===== config.mk =====
export PLATFORM = sky130hd
export DESIGN_NAME = dspwm_timer
export DESIGN_NICKNAME = d
export VERILOG_FILES = /design/src/rtl/dspwm_pkg.sv /design/src/rtl/dspwm_prescaler.sv /design/src/rtl/dspwm_updown.sv /design/src/rtl/dspwm_channel.sv /design/src/rtl/dspwm_timer.sv
export SDC_FILE = /design/constraint.sdc
export NUM_CORES = 1
export LEC_CHECK = 0
export ABC_CLOCK_PERIOD_IN_PS = 13200
export BUFFER_PORTS_ARGS = -buffer_cell sky130_fd_sc_hd__clkbuf_2
export CORE_MARGIN = 2
export CORE_UTILIZATION = 56
export DETAILED_ROUTE_END_ITERATION = 8
export GPL_TIMING_DRIVEN = 1
export PLACE_DENSITY = 0.73
export SLEW_MARGIN = 20
export SYNTH_ARGS = -nofsm -noshare
export SYNTH_HDL_FRONTEND = slang
export SYNTH_SLANG_ARGS = --single-unit

===== constraint.sdc =====
create_clock -name clk -period 13.2 [get_ports clk]
set_input_delay 0.66 -clock clk [delete_from_list [all_inputs] [get_ports clk]]
set_output_delay 0.66 -clock clk [all_outputs]
set_load 0.01 [all_outputs]

===== src/rtl/dspwm_pkg.sv =====
package dspwm_pkg;

   localparam int ADDR_W = 3;

   typedef enum logic [ADDR_W-1:0] {
      REG_TOP  = 3'd0,
      REG_CMPA = 3'd1,
      REG_CMPB = 3'd2,
      REG_CTRL = 3'd3,
      REG_FCLR = 3'd4
   } reg_sel_e;

   typedef enum logic [1:0] {
      OM_OFF0   = 2'd0,
      OM_OFF1   = 2'd1,
      OM_NONINV = 2'd2,
      OM_INV    = 2'd3
   } out_mode_e;

   typedef struct packed {
      logic       src_a;
      logic [2:0] psel;
      logic [1:0] mode_b;
      logic [1:0] mode_a;
   } ctrl_t;

   localparam int CTRL_W = $bits(ctrl_t);

   // log2 of the prescaler ratio; 0 for codes that stop the timer
   function automatic logic [3:0] div_shift(input logic [2:0] sel);
      case (sel)
         3'd1:    div_shift = 4'd0;
         3'd2:    div_shift = 4'd3;
         3'd3:    div_shift = 4'd6;
         3'd4:    div_shift = 4'd8;
         3'd5:    div_shift = 4'd10;
         default: div_shift = 4'd0;
      endcase
   endfunction

   function automatic logic sel_runs(input logic [2:0] sel);
      sel_runs = (sel >= 3'd1) && (sel <= 3'd5);
   endfunction

endpackage


===== src/rtl/dspwm_prescaler.sv =====
module dspwm_prescaler
   import dspwm_pkg::*;
#(
   parameter int PRE_W = 10
) (
   input  logic       clk,
   input  logic       rst_n,
   input  logic [2:0] sel,
   output logic       tick
);

   if (PRE_W < 10) begin : g_bad_width
      $error("dspwm_prescaler: PRE_W must hold a divide of 1024");
   end

   logic [PRE_W-1:0] div_cnt;
   logic [PRE_W-1:0] lim;
   logic             run;

   assign run  = sel_runs(sel);
   assign lim  = (PRE_W'(1) << div_shift(sel)) - PRE_W'(1);
   assign tick = run && (div_cnt >= lim);

   always_ff @(posedge clk or negedge rst_n) begin
      if (!rst_n)        div_cnt <= '0;
      else if (!run)     div_cnt <= '0;
      else if (tick)     div_cnt <= '0;
      else               div_cnt <= div_cnt + PRE_W'(1);
   end

   AST_STOP_NO_TICK: assert property (@(posedge clk) disable iff (!rst_n)
      !sel_runs(sel) |-> !tick);

endmodule


===== src/rtl/dspwm_updown.sv =====
module dspwm_updown #(
   parameter int CNT_W = 16
) (
   input  logic             clk,
   input  logic             rst_n,
   input  logic             tick,
   input  logic             src_a,
   input  logic [CNT_W-1:0] top_fix,
   input  logic [CNT_W-1:0] buf_a,
   input  logic [CNT_W-1:0] buf_b,
   output logic [CNT_W-1:0] cnt,
   output logic             up_phase,
   output logic             bot_evt,
   output logic             top_evt,
   output logic [CNT_W-1:0] use_a,
   output logic [CNT_W-1:0] use_b
);

   if (CNT_W < 2) begin : g_bad_width
      $error("dspwm_updown: CNT_W must be at least 2");
   end

   logic [CNT_W-1:0] act_a, act_b, top_eff;
   logic             dir_up, at_bot;

   assign at_bot   = (cnt == '0);
   // at zero the freshly loaded values already govern this tick
   assign use_a    = at_bot ? buf_a : act_a;
   assign use_b    = at_bot ? buf_b : act_b;
   assign top_eff  = src_a ? use_a : top_fix;
   assign bot_evt  = tick && at_bot;
   assign top_evt  = tick && !at_bot && dir_up && (cnt >= top_eff);
   // a match at zero counts as rising, a match at the turn as falling
   assign up_phase = at_bot || (dir_up && (cnt < top_eff));

   always_ff @(posedge clk or negedge rst_n) begin
      if (!rst_n) begin
         cnt    <= '0;
         dir_up <= 1'b1;
         act_a  <= '0;
         act_b  <= '0;
      end else if (tick) begin
         if (at_bot) begin
            act_a  <= buf_a;
            act_b  <= buf_b;
            dir_up <= 1'b1;
            cnt    <= (top_eff == '0) ? '0 : CNT_W'(1);
         end else if (dir_up && (cnt >= top_eff)) begin
            dir_up <= 1'b0;
            cnt    <= cnt - CNT_W'(1);
         end else if (dir_up) begin
            cnt    <= cnt + CNT_W'(1);
         end else begin
            cnt    <= cnt - CNT_W'(1);
         end
      end
   end

   AST_HOLD_NO_TICK: assert property (@(posedge clk) disable iff (!rst_n)
      !tick |=> $stable(cnt));
   AST_TURN_AT_TOP: assert property (@(posedge clk) disable iff (!rst_n)
      top_evt |=> (!dir_up && cnt == $past(cnt) - CNT_W'(1)));
   AST_RISE_FROM_ZERO: assert property (@(posedge clk) disable iff (!rst_n)
      (bot_evt && top_eff != '0) |=> (dir_up && cnt == CNT_W'(1)));
   AST_LOAD_AT_ZERO: assert property (@(posedge clk) disable iff (!rst_n)
      bot_evt |=> (act_b == $past(buf_b)));
   AST_ACTIVE_STEADY: assert property (@(posedge clk) disable iff (!rst_n)
      !bot_evt |=> ($stable(act_a) && $stable(act_b)));

endmodule


===== src/rtl/dspwm_channel.sv =====
module dspwm_channel
   import dspwm_pkg::*;
#(
   parameter int CNT_W = 16
) (
   input  logic             clk,
   input  logic             rst_n,
   input  logic             tick,
   input  logic [CNT_W-1:0] cnt,
   input  logic [CNT_W-1:0] cmp,
   input  logic             up_phase,
   input  logic [1:0]       mode,
   input  logic             pin_en,
   output logic             pin
);

   logic level_q, hit;

   assign hit = tick && (cnt == cmp);

   always_ff @(posedge clk or negedge rst_n) begin
      if (!rst_n) level_q <= 1'b0;
      else if (hit) begin
         case (out_mode_e'(mode))
            OM_NONINV: level_q <= !up_phase;
            OM_INV:    level_q <= up_phase;
            default:   level_q <= level_q;
         endcase
      end
   end

   assign pin = pin_en && mode[1] && level_q;

   AST_LEVEL_NO_HIT: assert property (@(posedge clk) disable iff (!rst_n)
      !hit |=> $stable(level_q));
   AST_NONINV_RISE_CLEARS: assert property (@(posedge clk) disable iff (!rst_n)
      (hit && up_phase && mode == 2'd2) |=> !level_q);
   AST_INV_RISE_SETS: assert property (@(posedge clk) disable iff (!rst_n)
      (hit && up_phase && mode == 2'd3) |=> level_q);

endmodule


===== src/rtl/dspwm_timer.sv =====
module dspwm_timer
   import dspwm_pkg::*;
#(
   parameter int CNT_W = 16,
   parameter int PRE_W = 10
) (
   input  logic        clk,
   input  logic        rst_n,
   input  logic        wr_en,
   input  logic [2:0]  wr_addr,
   input  logic [15:0] wr_data,
   output logic        pwm_a,
   output logic        pwm_b,
   output logic        flag_bot,
   output logic        flag_topa,
   output logic        flag_topf
);

   localparam int NCH = 2;

   if (CNT_W != 16) begin : g_bad_cnt
      $error("dspwm_timer: the write port carries 16-bit values");
   end

   ctrl_t            ctrl;
   logic [CNT_W-1:0] top_fix, buf_a, buf_b;
   logic [CNT_W-1:0] cnt, use_a, use_b;
   logic             tick, up_phase, bot_evt, top_evt;
   logic [2:0]       clr;
   logic             unused_ctrl_hi;

   assign unused_ctrl_hi = ^wr_data[15:CTRL_W];
   assign clr = (wr_en && wr_addr == REG_FCLR) ? wr_data[2:0] : 3'b000;

   always_ff @(posedge clk or negedge rst_n) begin
      if (!rst_n) begin
         ctrl    <= '0;
         top_fix <= '0;
         buf_a   <= '0;
         buf_b   <= '0;
      end else if (wr_en) begin
         case (reg_sel_e'(wr_addr))
            REG_TOP:  top_fix <= wr_data;
            REG_CMPA: buf_a   <= wr_data;
            REG_CMPB: buf_b   <= wr_data;
            REG_CTRL: ctrl    <= ctrl_t'(wr_data[CTRL_W-1:0]);
            default:  ;
         endcase
      end
   end

   always_ff @(posedge clk or negedge rst_n) begin
      if (!rst_n) begin
         flag_bot  <= 1'b0;
         flag_topa <= 1'b0;
         flag_topf <= 1'b0;
      end else begin
         flag_bot  <= (flag_bot  && !clr[0]) || bot_evt;
         flag_topa <= (flag_topa && !clr[1]) || (top_evt && ctrl.src_a);
         flag_topf <= (flag_topf && !clr[2]) || (top_evt && !ctrl.src_a);
      end
   end

   dspwm_prescaler #(.PRE_W(PRE_W)) u_pre (
      .clk(clk), .rst_n(rst_n), .sel(ctrl.psel), .tick(tick)
   );

   dspwm_updown #(.CNT_W(CNT_W)) u_cnt (
      .clk(clk), .rst_n(rst_n), .tick(tick), .src_a(ctrl.src_a),
      .top_fix(top_fix), .buf_a(buf_a), .buf_b(buf_b), .cnt(cnt),
      .up_phase(up_phase), .bot_evt(bot_evt), .top_evt(top_evt),
      .use_a(use_a), .use_b(use_b)
   );

   logic [CNT_W-1:0] ch_cmp  [NCH];
   logic [1:0]       ch_mode [NCH];
   logic             ch_en   [NCH];
   logic             ch_pin  [NCH];

   assign ch_cmp[0]  = use_a;
   assign ch_cmp[1]  = use_b;
   assign ch_mode[0] = ctrl.mode_a;
   assign ch_mode[1] = ctrl.mode_b;
   assign ch_en[0]   = !ctrl.src_a;
   assign ch_en[1]   = 1'b1;

   for (genvar gi = 0; gi < NCH; gi++) begin : g_ch
      dspwm_channel #(.CNT_W(CNT_W)) u_ch (
         .clk(clk), .rst_n(rst_n), .tick(tick), .cnt(cnt),
         .cmp(ch_cmp[gi]), .up_phase(up_phase), .mode(ch_mode[gi]),
         .pin_en(ch_en[gi]), .pin(ch_pin[gi])
      );
   end

   assign pwm_a = ch_pin[0];
   assign pwm_b = ch_pin[1];

   AST_BOT_FLAG_SETS: assert property (@(posedge clk) disable iff (!rst_n)
      bot_evt |=> flag_bot);
   AST_TOPA_FLAG_SETS: assert property (@(posedge clk) disable iff (!rst_n)
      (top_evt && ctrl.src_a) |=> flag_topa);
   AST_BOT_STICKY: assert property (@(posedge clk) disable iff (!rst_n)
      (flag_bot && !clr[0]) |=> flag_bot);
   AST_TOPF_STICKY: assert property (@(posedge clk) disable iff (!rst_n)
      (flag_topf && !clr[2]) |=> flag_topf);
   AST_A_QUIET: assert property (@(posedge clk) disable iff (!rst_n)
      ($past(ctrl.src_a) && ctrl.src_a) |-> !pwm_a);

endmodule


* Word level (Yosys, flattened, before mapping)
Cells that the tools add are included.
** Storage, ports and cells
- RAM bits :: 0
- Bits in latches :: 0
- Memories kept :: 0
- Bits of input ports :: 22
- ROM bits :: 0
- Word-level logic and storage cells :: 98
- Register bits after elaboration :: 120
** Cells by class
- Divide/modulo/power cells :: 0
- Multiplexer cells :: 15
- Reduce and logical (&&, ||, !) cells :: 42
- $add $sub $neg :: 4
- Bitwise operators :: 0
- Shift-type cells :: 1
- Magnitude comparators :: 5
- Multiply operators :: 0
- Equal/unequal tests :: 14
** Operators with widths (number)
- $mux W16 :: 6
- $eq A16 B16 Y1 :: 2
- $logic_not A16 Y1 :: 2
- $mux W10 :: 2
- $logic_and A1 B1 Y1 :: 19
- $add A16 B1 Y16 const B :: 1
- $ge A16 B16 Y1 :: 1
- $lt A16 B16 Y1 :: 1
- $pmux W4 S4 :: 1
- $sub A16 B1 Y16 const B :: 1
- $reduce_and A2 Y1 :: 7
- $eq A3 B2 Y1 const B :: 4
- $add A10 B1 Y10 const B :: 1
- $ge A10 B10 Y1 :: 1
- $shl A1 B4 Y10 const A :: 1
- $sub A10 B2 Y10 const B :: 1
- $eq A3 B3 Y1 const B :: 3
- $eq A2 B2 Y1 const B :: 4
- $logic_not A1 Y1 :: 6
- $reduce_bool A2 Y1 :: 3
- $logic_or A1 B1 Y1 :: 4
- $pmux W1 S2 :: 2
- $eq A3 B1 Y1 const B :: 1
- $ge A3 B1 Y1 const B :: 1
- 4 further kinds :: 6

* Depth between registers and ports, before layout
Gate-level depths: netlist of the first run.
- Depth after elaboration :: 11
- Mapped depth :: 22

* Hierarchy
A second synthesis of the first run with hierarchy kept.
** Second synthesis, totals
- Cell total of the unflattened synthesis :: 642
- Area total of the unflattened synthesis :: 6991.7 um2
** By module, submodules not included
- dspwm_updown :: cells an instance 366, times used 1, area each 3363.2 um2, seq. area each 1227.4 um2
- dspwm_timer :: cells an instance 137, times used 1, area each 2293.4 um2, seq. area each 1476.4 um2
- dspwm_prescaler :: cells an instance 87, times used 1, area each 867.1 um2, seq. area each 250.2 um2
- dspwm_channel :: cells an instance 26, times used 2, area each 234.0 um2, seq. area each 25.0 um2

* Worst setup path after synthesis of the first run
No wires, ideal clock.
- Path kind :: reg2reg
- Start point :: register u_cnt.cnt[0]
- End point :: register u_cnt.cnt[11]
- Path slack :: 8.642 ns
- Setup time :: 0.125 ns
- Data required time :: 13.075 ns
- Path buffers :: 6
- Data arrival time :: 4.434 ns
- Clock period less this slack :: 4.558 ns
- Stages on the path, launching flop included :: 22
- Cells stage by stage :: dfrtp_1 -> clkbuf_1 -> inv_1 -> ha_1 -> nor3b_1 -> and4_4 -> buf_12 -> buf_4 -> buf_4 -> buf_2 -> nand2_1 -> nand3_1 -> o21ai_0 -> ha_1 -> nand4_1 -> nor4_2 -> a211oi_1 -> and2_0 -> clkbuf_1 -> or4_1 -> a21oi_1 -> mux2_2
** Between the ends
- Longest elaborated chain between the ends :: 7
** Ends and longest elaborated chain
- start: declaration :: RTL line dspwm_updown.sv:11 : output logic [CNT_W-1:0] cnt,
- start signal: assignment :: RTL line dspwm_updown.sv:47 : cnt <= (top_eff == '0) ? '0 : CNT_W'(1);
- start signal: assignment :: RTL line dspwm_updown.sv:50 : cnt <= cnt - CNT_W'(1);
- start signal: assignment :: RTL line dspwm_updown.sv:52 : cnt <= cnt + CNT_W'(1);
- $logic_not A16 Y1 :: RTL line dspwm_updown.sv:26 : assign at_bot = (cnt == '0);
- $mux W16
- $mux W16 :: RTL line dspwm_updown.sv:30 : assign top_eff = src_a ? use_a : top_fix;
- $ge A16 B16 Y1 :: RTL line dspwm_updown.sv:48 : end else if (dir_up && (cnt >= top_eff)) begin
- $logic_and A1 B1 Y1 :: RTL line dspwm_updown.sv:48
- $mux W16 :: RTL line dspwm_updown.sv:48
- $mux W16 (*) :: RTL line dspwm_updown.sv:43 : if (at_bot) begin
Mark *: on every way between the ends. The rest lies on a longest branch, timed or not.
A chain may end at the register's enable or synchronous reset.

* Final worst setup path of the first run
- Start point :: register u_cnt.cnt[1]
- End point :: register u_cnt.cnt[13]
Same word-level chain as after synthesis.

==> results.py, run 1 <==
metrics = {
    "die": {
        "core.rowCount": 40,
        "design.core.area_um2": 12200,
        "floorplan.io_pins": 27,
        "die-area_um2": 13500,
        "initial_core_util": 0.580,
        "die-width_um": 116,
        "die_y_um": 116,
    },
    "grt": {
        "grt_first_pass_wirelength_mm": 29.6,
        "track_usage": 0.296,
        "pin_count_of_the_biggest_net_entering_global_routing": 73,
        "antenna_found_initial": 0,
        "grt_pass1_vias": 5526,
        "grt.overflow.total": 0,
    },
    "status": {
        "outcome": "finished, final reports clean",
    },
    "worst_hold_path": {
        "holdCritPathClass": "in2async",
    },
    "placed_design": {
        "dp_worst_setup_slack_ns": 7.93,
        "portBuffers": 26,
        "gp_congestion": 0.941,
        "post-place-cells": 842,
        "post-dp-hpwl_mm": 13.0,
        "placed_cell_area_um2": 7240,
    },
    "routing": {
        "totalWireLength_mm": 18.1,
        "drt_first_iter_violations": 377,
        "drcViolationCount": 0,
        "avgViaCountPerCell": 6.15,
        "postRouteAntennaNets": 0,
        "dr.pass1.iters": 4,
        "via_count": 5371,
        "drt-wirelength-per-cell_um": 20.7,
    },
    "worst_setup_path": {
        "worst-r2r-cell-count": 14,
        "crit_end_element": "flop",
        "setup.reg_to_reg.worst_slack_ns": 7.86,
        "setup.worst_path.start_class": "flop",
        "critical_path_peak_fanout": 38,
        "worst-endpoint-required_ns": 13.50,
        "critical_path_class": "reg2reg",
        "data_arrival_time_of_the_worst_path_ns": 5.64,
    },
    "timing": {
        "tightest_slew_ns": 0.901,
        "max_clock_freq_mhz": 187,
        "final.setup.tns_ns": 0,
        "hold-worst-slack_ns": 0.254,
        "finalWorstSetupSlack_ns": 7.86,
        "final_hold_violations": 0,
        "worst_relative_slew_slack": 0.400,
        "layout_min_cycle_time_ns": 5.34,
        "final_max_slew_viol_count": 0,
        "grt_setup_unrepaired": "false",
        "finalSetupViolations": 0,
        "clock_skew_ns": 0.00692,
        "min_period_over_period": 0.404,
    },
    "yosys": {
        "async_flop_share": 1.00,
        "cell_area_after_synthesis_um2": 7050,
        "ys_types": 65,
        "ys_seq_area_frac": 0.426,
        "synth_largest_type_area_fraction": 0.423,
        "synth.ff_latch_count": 120,
        "mapped_nets": 731,
        "synth_warnings": 0,
        "post-synth-top-area-cell": "sky130_fd_sc_hd__dfrtp_1",
        "synth_enable_flop_cells": 0,
        "syn-instance-count": 679,
        "syn_avg_cell_area_um2": 10.4,
        "synth_area_leaders": "sky130_fd_sc_hd__dfrtp_1, sky130_fd_sc_hd__mux2_2, sky130_fd_sc_hd__ha_1, sky130_fd_sc_hd__nand2_1, sky130_fd_sc_hd__xnor2_1",
        "synthFlopType": "sky130_fd_sc_hd__dfrtp_1",
    },
    "cts": {
        "clkTransAtPathRegs_ns": 0.06,
        "ctsHtreeMaxLevel": 4,
        "clockRootBuffer": "sky130_fd_sc_hd__clkbuf_16",
        "hold_buffers": 0,
        "clock-sinks": 120,
        "tritoncts.num_buffers": 17,
        "cts_max_path_buffers": 2,
        "tritoncts": "done",
        "post_cts_resized": 0,
        "insertion_delay_ns": 0.42,
        "post_cts_buffers": 0,
    },
    "finish": {
        "postLayoutCoreUtil": 0.645,
        "area_growth_syn_to_layout_pct": 11.3,
        "finish.cell_count_without_fillers": 874,
        "num_antenna_cells": 0,
        "final_cell_area_um2": 7850,
        "fill_cells": 1002,
        "drive_above_1_share": 0.242,
        "finalNetCount": 745,
    },
    "power": {
        "pwr_density_cell_nw_per_um2": 189,
        "p_total_mw": 1.49,
        "power.static_leakage_nw": 3.42,
        "ir_drop_v": 0.000156,
    },
    "flow_run": {
        "max-cap-violations": 0,
    },
}
-- placed cells by master (no fill, tap or decap), types with 17 or more instances in the layout --
| cell type | instances |
|---|---|
| sky130_fd_sc_hd__mux2_2 | 95 |
| sky130_fd_sc_hd__o21ai_0 | 28 |
| sky130_fd_sc_hd__clkbuf_16 | 17 |
| sky130_fd_sc_hd__xnor2_1 | 22 |
| sky130_fd_sc_hd__ha_1 | 30 |
| sky130_fd_sc_hd__nor2_1 | 43 |
| sky130_fd_sc_hd__nand2_1 | 65 |
| sky130_fd_sc_hd__dfrtp_1 | 119 |
| sky130_fd_sc_hd__a21oi_1 | 26 |
| sky130_fd_sc_hd__clkbuf_2 | 25 |
| sky130_fd_sc_hd__mux2i_1 | 19 |
| sky130_fd_sc_hd__nand3_1 | 18 |
| sky130_fd_sc_hd__inv_1 | 20 |
-- final cells by class --
type | instances | area [um^2] | share of cell area
multi-input cells | 502 | 3780 | 0.481
flip-flops and latches | 120 | 3000 | 0.383
clock buffers | 18 | 439 | 0.0560
well taps | 168 | 210 | 0.0268
repair buffers | 32 | 178 | 0.0226
clock inverters | 14 | 164 | 0.0209
inverters | 20 | 75.1 | 0.00957
-- synthesized netlist by cell type, drive strengths merged (4+ instances only) --
library cell,count
dfrtp,119
mux2,95
nand2,65
nor2,43
ha,30
o21ai,28
a21oi,26
xnor2,22
inv,20
clkbuf,19
mux2i,19
buf,18
nand3,18
nand4,16
xor2,15
nor3,13
nor4,12
and3,9
a21o,7
o22ai,7
a211oi,6
nor2b,6
or4,6
nand2b,5
o211ai,5
nor3b,4
nor4b,4
-- path summary, 6_finish.rpt --
path,startpoint,endpoint
max,u_cnt.cnt[1]$_DFFE_PN0P_,u_cnt.cnt[13]$_DFFE_PN0P_
min,rst_n,u_pre.div_cnt[4]$_DFF_PN0_
max reg2reg,u_cnt.cnt[1]$_DFFE_PN0P_,u_cnt.cnt[13]$_DFFE_PN0P_
min reg2reg,u_cnt.dir_up$_DFFE_PN1P_,u_cnt.dir_up$_DFFE_PN1P_
max in group asynchronous,rst_n,u_cnt.act_a[10]$_DFFE_PN0P_
min in group clk,u_cnt.dir_up$_DFFE_PN1P_,u_cnt.dir_up$_DFFE_PN1P_
-- power by group --
part / internal [mW] / switching [mW]
sequential: 0.436 / 0.137
clock: 0.287 / 0.184
combinational: 0.201 / 0.240
-- cell families (layout without fill, tap and decap cells) --
kind of cell,Yosys count,in the layout,share of synthesized area
simple gates,218,218,0.165
flops,120,120,0.426
mux,114,114,0.179
compound gates,102,102,0.0912
buf+inv,57,84,0.0387
xor+xnor,37,37,0.0460
fa+ha+maj,30,30,0.0533
other cells,1,1,0.000532
-- flip-flops by register name, indices dropped and copies added, names as in the netlist, 2 cells and up --
register	flops
buf_a	16
buf_b	16
top_fix	16
u_cnt.act_a	16
u_cnt.act_b	16
u_cnt.cnt	16
u_pre.div_cnt	10
ch_mode	4
ctrl	4
g_ch.u_ch.level_q	2
-- metal layers --
| layer | wire length (um) | vias to the layer above | GRT usage |
|---|---|---|---|
| li1 | - | 2488 | - |
| met1 | 7890 | 2682 | 0.380 |
| met2 | 8830 | 164 | 0.488 |
| met3 | 840 | 37 | 0.0638 |
| met4 | 534 | 0 | 0.123 |
| met5 | 0 | - | 0 |
-- critical path: stages (launching register included) --
cell	delay (ns)
sky130_fd_sc_hd__dfrtp_1	0.55
sky130_fd_sc_hd__inv_1	0.24
sky130_fd_sc_hd__ha_1	0.26
sky130_fd_sc_hd__nor3b_1	0.35
sky130_fd_sc_hd__and4_4	0.63
sky130_fd_sc_hd__mux2i_1	0.47
sky130_fd_sc_hd__a21o_1	0.24
sky130_fd_sc_hd__ha_1	0.26
sky130_fd_sc_hd__nand3_1	0.11
sky130_fd_sc_hd__o211ai_1	0.12
sky130_fd_sc_hd__a211oi_1	0.54
sky130_fd_sc_hd__and2_0	0.72
sky130_fd_sc_hd__nand4_1	0.16
sky130_fd_sc_hd__a21oi_1	0.20
sky130_fd_sc_hd__mux2_2	0.35
Power figures use the tool's default switching activity.
==> run 2, diff against run 1 <==
ABC_CLOCK_PERIOD_IN_PS = 5000   (was 13200)
clock period = 5 ns   (was 13.2 ns; I/O delays follow)
==> results.py, run 2 (synthesis results as in run 1) <==
metrics = {
    "routing": {
        "drcViolationCount": 0,
        "drt-wirelength-per-cell_um": 20.8,
        "postRouteAntennaNets": 0,
        "drt_first_iter_violations": 327,
        "via_count": 5502,
        "dr.pass1.iters": 5,
        "totalWireLength_mm": 18.6,
        "avgViaCountPerCell": 6.15,
    },
    "power": {
        "p_sw_mw": 1.52,
        "seq_power_share": 0.336,
        "cellInternalPower_mw": 2.55,
        "ir_drop_v": 0.000381,
        "p_clk_frac": 0.316,
        "combPwrFrac": 0.348,
        "pwr_density_cell_nw_per_um2": 508,
        "p_total_mw": 4.07,
        "power.static_leakage_nw": 3.53,
        "sw_frac_of_total": 0.372,
    },
    "finish": {
        "drive_above_1_share": 0.262,
        "area_growth_syn_to_layout_pct": 13.7,
        "mostFrequentLayoutCells": "sky130_fd_sc_hd__dfrtp_1, sky130_fd_sc_hd__mux2_2, sky130_fd_sc_hd__nand2_1",
        "finalNetCount": 765,
        "commonest_non_fill_non_tap_cell_in_the_layout": "sky130_fd_sc_hd__dfrtp_1",
        "fill_cells": 967,
        "final_cell_area_um2": 8020,
        "postLayoutCoreUtil": 0.659,
        "num_antenna_cells": 0,
    },
    "worst_setup_path": {
        "data_arrival_time_of_the_worst_path_ns": 5.00,
        "path_delay_family": "simple AND/OR/NAND/NOR gates",
        "critical_path_class": "reg2reg",
        "crit_end_element": "flop",
        "setup.reg_to_reg.worst_slack_ns": 0.31,
        "timing.critical_path.slowest_cell_delay_ns": 0.66,
        "worst-r2r-cell-count": 13,
        "worst-endpoint-required_ns": 5.32,
        "setup.worst_path.start_class": "flop",
        "worstReg2RegStart": "u_cnt.cnt[2]$_DFFE_PN0P_",
        "crit_path_top_delay_cell": "sky130_fd_sc_hd__and2_0",
        "path_buf_inv": 1,
        "critical_path.cell_chain": "nor4_4, and4_1, buf_4, mux2_2, mux2i_1, ha_1, a21oi_1, o21ai_0, a211oi_1, and2_0, nand4_1, a21oi_1, mux2_2",
        "cp-startpoint": "u_cnt.cnt[2]$_DFFE_PN0P_",
        "rr_endpoint": "u_cnt.cnt[11]$_DFFE_PN0P_",
        "critical_path_peak_fanout": 17,
    },
    "worst_hold_path": {
        "hold_path_depth": 3,
        "hold-path-endpoint": "buf_a[12]$_DFFE_PN0P_",
        "min_from": "wr_data[12]",
        "holdCritPathClass": "in2reg",
    },
    "placed_design": {
        "gp_congestion": 1.05,
        "portBuffers": 26,
        "post-dp-hpwl_mm": 13.3,
        "placed_cell_area_um2": 7390,
        "dp_worst_setup_slack_ns": 0.434,
    },
    "cts": {
        "clockRootBuffer": "sky130_fd_sc_hd__clkbuf_16",
        "tritoncts.num_buffers": 17,
        "post_cts_buffers": 0,
        "tritoncts": "done",
        "clkTransAtPathRegs_ns": 0.06,
        "cts_max_path_buffers": 2,
        "ctsHtreeMaxLevel": 4,
        "clock-sinks": 120,
        "insertion_delay_ns": 0.43,
    },
    "flow_run": {
        "max-cap-violations": 0,
    },
    "timing": {
        "max_clock_freq_mhz": 213,
        "finalWorstSetupSlack_ns": 0.314,
        "final_hold_violations": 0,
        "tightest_slew_ns": 1.01,
        "grt_setup_unrepaired": "false",
        "final_max_slew_viol_count": 0,
        "worst_relative_slew_slack": 0.321,
        "finalSetupViolations": 0,
        "min_period_over_period": 0.937,
        "layout_min_cycle_time_ns": 4.69,
        "final.setup.tns_ns": 0,
        "clock_skew_ns": 0.00834,
    },
    "die": {
        "die_y_um": 116,
        "initial_core_util": 0.580,
        "design.core.area_um2": 12200,
        "die-area_um2": 13500,
        "core.rowCount": 40,
        "die-width_um": 116,
        "floorplan.io_pins": 27,
    },
    "grt": {
        "grt_first_pass_wirelength_mm": 30.0,
        "track_usage": 0.299,
        "pin_count_of_the_biggest_net_entering_global_routing": 83,
        "grt.overflow.total": 0,
        "grt_pass1_vias": 5537,
        "antenna_found_initial": 0,
    },
    "status": {
        "outcome": "finished, final reports clean",
    },
}
## run 2: layout make-up
class	instances	area, um^2	share of cell area
clock buffer	17	425	0.0531
clock inverter	15	190	0.0237
inverter	20	75.1	0.00937
multi-input combinational	502	3780	0.471
sequential	120	3000	0.375
tap	168	210	0.0262
timing repair buffer	52	334	0.0417
## run 2: power groups by stage
| stage | combinational, mW | clock (mW) | sequential (mW) |
|---|---|---|---|
| after floorplan | 1.02 | 0 | 1.30 |
| after global placement | 1.34 | 0 | 1.37 |
| after detailed placement | 1.38 | 0 | 1.38 |
| after CTS | 1.39 | 1.30 | 1.37 |
| after global routing | 1.56 | 1.35 | 1.40 |
| final | 1.42 | 1.29 | 1.37 |
## run 2: layer usage
| layer | wire [um] | GRT usage | vias up | share of wire |
|---|---|---|---|---|
| met5 | 0 | 0 | - | 0 |
| met4 | 496 | 0.116 | 0 | 0.027 |
| met3 | 843 | 0.0586 | 37 | 0.045 |
| met2 | 9050 | 0.488 | 163 | 0.49 |
| met1 | 8250 | 0.398 | 2768 | 0.44 |
| li1 | - | - | 2534 | - |
## run 2: what timing repair did
item | CTS | global route
resized for setup | 0 | 0
hold buffers | 0 | 1
endpoints found under the hold margin | 0 | 80
## run 2: worst max-delay path by stage
stage                                      endpoint  slack (ns)  depth (start not counted)
after floorplan           u_cnt.cnt[11]$_DFFE_PN0P_        0.44                         21
after CTS                 u_cnt.cnt[15]$_DFFE_PN0P_        0.39                         13
after detailed placement  u_cnt.cnt[11]$_DFFE_PN0P_        0.43                         13
after global routing      u_cnt.cnt[15]$_DFFE_PN0P_       0.001                         15
final                     u_cnt.cnt[11]$_DFFE_PN0P_        0.31                         13
after global placement    u_cnt.cnt[15]$_DFFE_PN0P_        0.51                         13
## run 2: tightest hold or removal path, cell delays in order
cell and delay [ns]:
sky130_fd_sc_hd__clkbuf_2 0.10, sky130_fd_sc_hd__nand2_1 0.04, sky130_fd_sc_hd__o21ai_0 0.06
## run 2: stage by stage
step                hold WS [ns]  cells
detailed placement         0.455    861
finish                    0.0696    894
global route              0.0792    894
floorplan                -0.0456    679
global placement           0.446    861
CTS                       0.0497    893
